### config.mk
export PLATFORM = sky130hd
export DESIGN_NAME = cart_bank_mapper
export DESIGN_NICKNAME = d
export VERILOG_FILES = /design/src/rtl/mapper_pkg.sv /design/src/rtl/mapper_regs.sv /design/src/rtl/mapper_prg.sv /design/src/rtl/mapper_chr.sv /design/src/rtl/cart_bank_mapper.sv
export SDC_FILE = /design/constraint.sdc
export NUM_CORES = 1
export LEC_CHECK = 0
export BUFFER_PORTS_ARGS = -buffer_cell sky130_fd_sc_hd__buf_2
export CAP_MARGIN = 0
export CORE_ASPECT_RATIO = 0.75
export CORE_MARGIN = 2
export CORE_UTILIZATION = 45
export DETAILED_ROUTE_END_ITERATION = 8
export PLACE_DENSITY = 0.86
export SYNTH_ARGS = -nofsm -noshare
export SYNTH_HDL_FRONTEND = slang
export SYNTH_SLANG_ARGS = --single-unit
### constraint.sdc
create_clock -name clk -period 1.95 [get_ports clk]
set_clock_uncertainty 0.05 [all_clocks]
set_input_delay 0.0975 -clock clk [delete_from_list [all_inputs] [get_ports clk]]
set_output_delay 0.0975 -clock clk [all_outputs]
set_load 0.01 [all_outputs]
### src/rtl/mapper_pkg.sv
package mapper_pkg;
  localparam int DW      = 8;
  localparam int NREG    = 4;
  localparam int SEL_W   = $clog2(NREG);
  // control register bit positions (decoded by the bank logic)
  localparam int CTL_CHR_SPLIT = 4;
  localparam int CTL_PRG_16K   = 3;
  localparam int CTL_LOW_SWAP  = 2;
  // character A bit that picks the outer program base in large mode
  localparam int OUTER_BIT     = 4;
  localparam int OUTER_BANKS   = 16;
  localparam logic [DW-1:0] CTRL_RESET = 8'h0C;
  localparam logic [DW-1:0] MODE_FORCE = 8'h0C;

  typedef enum logic [1:0] {
    MIR_ONE_LO = 2'b00,
    MIR_ONE_HI = 2'b01,
    MIR_VERT   = 2'b10,
    MIR_HORZ   = 2'b11
  } mirror_e;
endpackage

### src/rtl/mapper_regs.sv
module mapper_regs
  import mapper_pkg::*;
(
  input  logic                      clk,
  input  logic                      rst_n,
  input  logic                      wr_en,
  input  logic [15:0]               wr_addr,
  input  logic [DW-1:0]             wr_data,
  output logic [NREG-1:0][DW-1:0]   reg_q
);
  logic             hit;
  logic             cmd_reset;
  logic [SEL_W-1:0] sel;

  assign hit       = wr_en && wr_addr[15];
  assign cmd_reset = wr_data[DW-1];
  assign sel       = wr_addr[13 +: SEL_W];

  for (genvar i = 0; i < NREG; i++) begin : g_reg
    localparam logic [DW-1:0] RST_VAL = (i == 0) ? CTRL_RESET : '0;
    logic [DW-1:0] q;
    always_ff @(posedge clk) begin
      if (!rst_n) begin
        q <= RST_VAL;
      end else if (hit) begin
        if (cmd_reset) begin
          if (i == 0) q <= q | MODE_FORCE;
        end else if (sel == SEL_W'(i)) begin
          q <= wr_data;
        end
      end
    end
    assign reg_q[i] = q;
  end

  assert_cmd_forces_mode_R2: assert property (@(posedge clk) disable iff (!rst_n)
    hit && cmd_reset |=> reg_q[0][3:2] == 2'b11 &&
                         reg_q[0][7:4] == $past(reg_q[0][7:4]) &&
                         reg_q[0][1:0] == $past(reg_q[0][1:0]));

  assert_cmd_keeps_others_R2: assert property (@(posedge clk) disable iff (!rst_n)
    hit && cmd_reset |=> $stable(reg_q[1]) && $stable(reg_q[2]) && $stable(reg_q[3]));

  assert_byte_stored_R3: assert property (@(posedge clk) disable iff (!rst_n)
    hit && !cmd_reset |=> reg_q[$past(sel)] == $past(wr_data));

  assert_no_hit_holds_R4: assert property (@(posedge clk) disable iff (!rst_n)
    !hit |=> $stable(reg_q));
endmodule

### src/rtl/mapper_prg.sv
module mapper_prg
  import mapper_pkg::*;
#(
  parameter int PRG_BANKS16 = 8
)(
  input  logic          large_mode,
  input  logic [DW-1:0] ctrl,
  input  logic [DW-1:0] chr_a,
  input  logic [DW-1:0] prg,
  output logic [DW-1:0] bank_lo,
  output logic [DW-1:0] bank_hi
);
  localparam logic [DW-1:0] LAST_BANK = DW'(PRG_BANKS16 - 1);
  localparam logic [DW-1:0] OUTER_V   = DW'(OUTER_BANKS);
  localparam logic [DW-1:0] LOW_MASK  = DW'(OUTER_BANKS - 1);

  logic [DW-1:0] base;
  logic [DW-1:0] inner;
  logic [DW-1:0] pair;

  always_comb begin
    base  = (large_mode && chr_a[OUTER_BIT]) ? OUTER_V : '0;
    inner = prg & LOW_MASK;
    pair  = large_mode ? (prg & (LOW_MASK | base)) : prg;
    if (!ctrl[CTL_PRG_16K]) begin
      bank_lo = {pair[DW-1:1], 1'b0};
      bank_hi = {pair[DW-1:1], 1'b1};
    end else if (ctrl[CTL_LOW_SWAP]) begin
      bank_lo = large_mode ? base + inner : prg;
      bank_hi = large_mode ? base + LOW_MASK : LAST_BANK;
    end else begin
      bank_lo = large_mode ? base : '0;
      bank_hi = large_mode ? base + inner : prg;
    end
  end
endmodule

### src/rtl/mapper_chr.sv
module mapper_chr
  import mapper_pkg::*;
(
  input  logic [DW-1:0] ctrl,
  input  logic [DW-1:0] chr_a,
  input  logic [DW-1:0] chr_b,
  output logic [DW-1:0] bank_lo,
  output logic [DW-1:0] bank_hi
);
  always_comb begin
    if (ctrl[CTL_CHR_SPLIT]) begin
      bank_lo = chr_a;
      bank_hi = chr_b;
    end else begin
      bank_lo = {chr_a[DW-1:1], 1'b0};
      bank_hi = {chr_a[DW-1:1], 1'b1};
    end
  end
endmodule

### src/rtl/cart_bank_mapper.sv
module cart_bank_mapper
  import mapper_pkg::*;
#(
  parameter int PRG_BANKS16 = 8
)(
  input  logic          clk,
  input  logic          rst_n,
  input  logic          large_mode,
  input  logic          wr_en,
  input  logic [15:0]   wr_addr,
  input  logic [DW-1:0] wr_data,
  output logic [DW-1:0] prg_bank_lo,
  output logic [DW-1:0] prg_bank_hi,
  output logic [DW-1:0] chr_bank_lo,
  output logic [DW-1:0] chr_bank_hi,
  output logic [1:0]    mirror_mode
);
  logic [NREG-1:0][DW-1:0] reg_q;
  mirror_e                 mir;

  mapper_regs u_regs (
    .clk     (clk),
    .rst_n   (rst_n),
    .wr_en   (wr_en),
    .wr_addr (wr_addr),
    .wr_data (wr_data),
    .reg_q   (reg_q)
  );

  mapper_prg #(.PRG_BANKS16(PRG_BANKS16)) u_prg (
    .large_mode (large_mode),
    .ctrl       (reg_q[0]),
    .chr_a      (reg_q[1]),
    .prg        (reg_q[3]),
    .bank_lo    (prg_bank_lo),
    .bank_hi    (prg_bank_hi)
  );

  mapper_chr u_chr (
    .ctrl    (reg_q[0]),
    .chr_a   (reg_q[1]),
    .chr_b   (reg_q[2]),
    .bank_lo (chr_bank_lo),
    .bank_hi (chr_bank_hi)
  );

  assign mir         = mirror_e'(reg_q[0][1:0]);
  assign mirror_mode = mir;

  assert_fixed_last_R9: assert property (@(posedge clk) disable iff (!rst_n)
    !large_mode && reg_q[0][3:2] == 2'b11 |-> prg_bank_hi == DW'(PRG_BANKS16 - 1));

  assert_low_zero_R10: assert property (@(posedge clk) disable iff (!rst_n)
    !large_mode && reg_q[0][3:2] == 2'b10 |-> prg_bank_lo == '0);

  assert_large_fixed_R11: assert property (@(posedge clk) disable iff (!rst_n)
    large_mode && reg_q[0][3:2] == 2'b11 |-> prg_bank_hi[3:0] == 4'hF &&
                                             prg_bank_hi[4] == reg_q[1][4]);

  assert_large_32k_range_R12: assert property (@(posedge clk) disable iff (!rst_n)
    large_mode && !reg_q[0][3] |-> prg_bank_hi < DW'(2 * OUTER_BANKS) &&
                                   prg_bank_hi == prg_bank_lo + 1'b1);

  assert_chr_pair_R7: assert property (@(posedge clk) disable iff (!rst_n)
    !reg_q[0][4] |-> !chr_bank_lo[0] && chr_bank_hi == chr_bank_lo + 1'b1);
endmodule

**After elaboration in Yosys (flattened, before gate mapping)**

Cells that the tools add are included.

- Output and inout port bits: 34
- Flip-flop bits (word level): 26
- Input port bits: 28

- Equal/unequal tests: 3
- Mux-type cells: 13
- Reduce and logical (&&, ||, !) cells: 9
- Add/subtract/negate cells: 2
- Bitwise gates (word level): 2

Operator list:

| cell | number |
|---|---|
| 2-to-1 mux 8 bit | 8 |
| AND reduction 3 bit | 4 |
| adder 8 x 4 -> 8 bit | 1 |
| adder 8 x 4 -> 8 bit (second input constant) | 1 |
| bitwise AND 7 x 8 -> 8 bit | 1 |
| 2-to-1 mux 4 bit | 2 |
| 2-to-1 mux 7 bit | 1 |
| 2-to-1 mux 5 bit | 1 |
| == test 2 bit (second input constant) | 2 |
| == test 2 x 1 -> 1 bit (second input constant) | 1 |
| logical AND 1 bit | 2 |
| logical NOT 2 bit | 1 |
| AND reduction 2 bit | 1 |
| nonzero test 2 bit | 1 |
| 2-to-1 mux 1 bit | 1 |
| NOT 1 bit | 1 |

**Depth between registers and ports, before layout**

- Depth in word-level cells: 6
- Mapped depth: 4

**Modules after synthesis**

A second synthesis with hierarchy kept.

- Cell total of the unflattened synthesis: 156
- Area total of the unflattened synthesis: 1426.4 um^2

By module, submodules not included:

| module | area each (um^2) | times used | cells an instance |
|---|---|---|---|
| mapper_regs | 1109.8 | 1 | 112 |
| mapper_chr | 181.4 | 1 | 17 |
| mapper_prg | 135.1 | 1 | 27 |

**Worst setup path before layout**

Ideal clock, no wire load.

- Path type: reg-to-output
- Start point: register u_regs.g_reg[0].q[4]
- End point: output port chr_bank_hi[1]
- Slack: 0.845 ns
- Arrival: 0.957 ns
- Stages on the path, launching flop included: 3
- Buffers on the path: 1
- Cells stage by stage: dfxtp_1 > clkbuf_1 > mux2_2

- Longest elaborated chain between the ends: 1

RTL lines:

| what | line | source |
|---|---|---|
| from (decl) | mapper_regs.sv:21 | `logic [DW-1:0] q;` |
| from (signal assigned) | mapper_regs.sv:27 | `if (i == 0) q <= q \| MODE_FORCE;` |
| from (signal assigned) | mapper_regs.sv:29 | `q <= wr_data;` |
| 2-to-1 mux 7 bit | mapper_chr.sv:11 | `if (ctrl[CTL_CHR_SPLIT]) begin` |
| to (decl) | cart_bank_mapper.sv:15 | `output logic [DW-1:0] chr_bank_hi,` |

No other way between the ends.

**Worst setup path after layout**

- Start point: register u_regs.g_reg[0].q[4]
- End point: output port chr_bank_hi[6]

The elaborated chain is that of the path after synthesis.

==> run_results.csv <==
group,metric,value,unit
clock_tree,insertion_delay,270,ps
place,portBuffers,44,
synth,postSynthAreaPerCell,9.38,um2
final_layout,final_common_cell,"buf_2",
clock_tree,cts_tree,"done",
detailed_routing,routed_via_density,4.89,
clock_tree,cts.hold.buffers_added,0,
outcome,run_status,"finished clean",
timing,setup_viol,0,
timing,slew_headroom,64.3,%
synth,synth_seq_cells,26,
detailed_routing,dr.pass1.iters,4,
grt,first_global_vias,931,
timing,setup_tns,0,ps
grt,track_usage,15.4,%
detailed_routing,ant_nets,0,
synth,synth_flop_cell,"dfxtp_1",
hold_path,hold_class,"in -> reg",
final_layout,antenna_cells,0,
job,cap_violations,0,
clock_tree,clock-sinks,26,
final_layout,largest_register_ffs,26,
timing,fmax,661,MHz
power_and_ir_drop,p_per_area,679,nW/um2
critical_path,crit_type,"reg -> out",
final_layout,final-seq-area,520,um2
final_layout,mostFrequentLayoutCells,"buf_2 (44), nand2_1 (33), dfxtp_1 (26), mux2i_1 (24), nand2b_1 (7)",
timing,drv_slew,0,
synth,ys_async_sr_fraction,0,%
synth,synth-warning-count,0,
floorplanning,die_x,67.7,um
floorplanning,chipHeight,51.8,um
clock_tree,htreeDepth,1,
timing,period_share,77.6,%
detailed_routing,post_drt_wl_per_cell,12.2,um
synth,ys_types,27,
clock_tree,cts_resized,0,
detailed_routing,drc,0,
timing,hold_viol_final,0,
timing,tightest_slew,536,ps
floorplanning,dieArea,3510,um2
critical_path,cp_max_fo,10,
power_and_ir_drop,ir_drop,0.292,mV
critical_path,start_kind,"flop",
synth,netlist_instances,146,
clock_tree,cts_buffers,3,
timing,rsz0062_at_grt,"false",
grt,grt_pass1_wl,4100,um
synth,syn_area,1370,um2
final_layout,synthToLayoutAreaGrowth,15.8,%
final_layout,n_fill_cell,254,
place,dpl.hpwl,2020,um
critical_path,cp-end-kind,"output pin",
place,placed_area,1520,um2
final_layout,multi_input_area,708,um2
detailed_routing,drt_iter0_markers,58,
floorplanning,io-pin-count,62,
final_layout,layout_top_registers,"u_regs.g.q: 26 flops",
place,globalplace.congestion,0.729,
grt,grt_max_degree,34,
final_layout,utilization,54.4,%
final_layout,regMostFlops,"u_regs.g.q",
synth,synth_edf_count,0,
floorplanning,rows,17,
floorplanning,start_util,47.0,%
critical_path,critPathArrivalTime,1370,ps
final_layout,final_area,1590,um2
timing,holdWs,84.3,ps
clock_tree,cts_setup_buffers,0,
detailed_routing,drt-total-wl,2650,um
clock_tree,root_buffer,"clkbuf_8",
power_and_ir_drop,power_leakage,0.738,nW
clock_tree,cts.clk_slew.worst_paths,90,ps
grt,antenna_found_initial,0,
timing,finalCriticalPeriod,1510,ps
final_layout,drive_above_1_share,34.1,%
synth,synth_seq_area_share,38.0,%
detailed_routing,num_vias,1061,
final_layout,fin_nets,208,
grt,grt_overflow_total,0,
timing,setup_ws,436,ps
critical_path,worstPathRequired,1800,ps
place,dp_slack,742,ps
clock_tree,cts.path.max_buffers,2,
floorplanning,core-area,2910,um2
## Yosys cell counts (2+ instances only)
cell type / number / area share, %
nand2b_1: 7 / 3.2
mux2i_1: 24 / 18
a31oi_1: 2 / 0.91
buf_6: 2 / 1.6
o21ai_0: 3 / 1.1
o21a_1: 2 / 1.1
nor2_1: 2 / 0.55
and2_1: 4 / 1.8
nand2_1: 33 / 9.0
nor4_1: 2 / 0.91
a21oi_1: 4 / 1.5
buf_4: 15 / 8.2
nor3b_2: 2 / 1.8
mux2_2: 6 / 4.9
dfxtp_1: 26 / 38
## per-layer routing
metal	routed length [um]	track usage (%)
met1	1250	20.1
met4	16	3.40
met2	1240	25.5
met3	143	3.68
met5	0	0
## report_power, final
part           leakage (nW)  switching [mW]  total [mW]  internal (mW)
clock                0.0357           0.164       0.438          0.274
combinational         0.492          0.0576      0.0956         0.0379
sequential            0.210         0.00513       0.542          0.537
## per-stage QoR
stage          total power, mW  cells
2_1_floorplan            0.625    149
3_3_place_gp             0.649    213
4_1_cts                   1.08    217
6_report                  1.08    217
3_5_place_dp             0.650    213
5_1_grt                   1.11    217
## critical path, stage by stage (launching register included)
cell	delay, ps
dfxtp_1	580
mux2_2	380
buf_2	140
## cell families after synthesis
logic type | count (synthesis) | synth area share, %
multiplexers | 30 | 22.5
flip-flops | 26 | 38.0
AO/OA/AOI/OAI | 12 | 5.11
other | 1 | 0.274
AND/OR/NAND/NOR | 56 | 23.0
buffers and inverters | 21 | 11.1
## area by class of cell
class,instances,area share (%)
Clock inverter,1,1.89
Clock buffer,3,2.60
Sequential cell,26,32.8
Inverter,1,0.237
Multi-Input combinational cell,102,44.6
Tap cell,38,3.00
Timing Repair Buffer,46,14.8
## worst paths after layout
kind	start	end	slack, ps	depth (start not counted)
min reg2reg	u_regs.g_reg[2].q[1]	u_regs.g_reg[2].q[1]	410	2
max reg2reg	u_regs.g_reg[0].q[4]	u_regs.g_reg[0].q[4]	1040	2
min	wr_data[2]	u_regs.g_reg[0].q[2]	80	3
max	u_regs.g_reg[0].q[4]	chr_bank_hi[6]	440	2
Note: power is estimated with default switching activity, not from simulation.
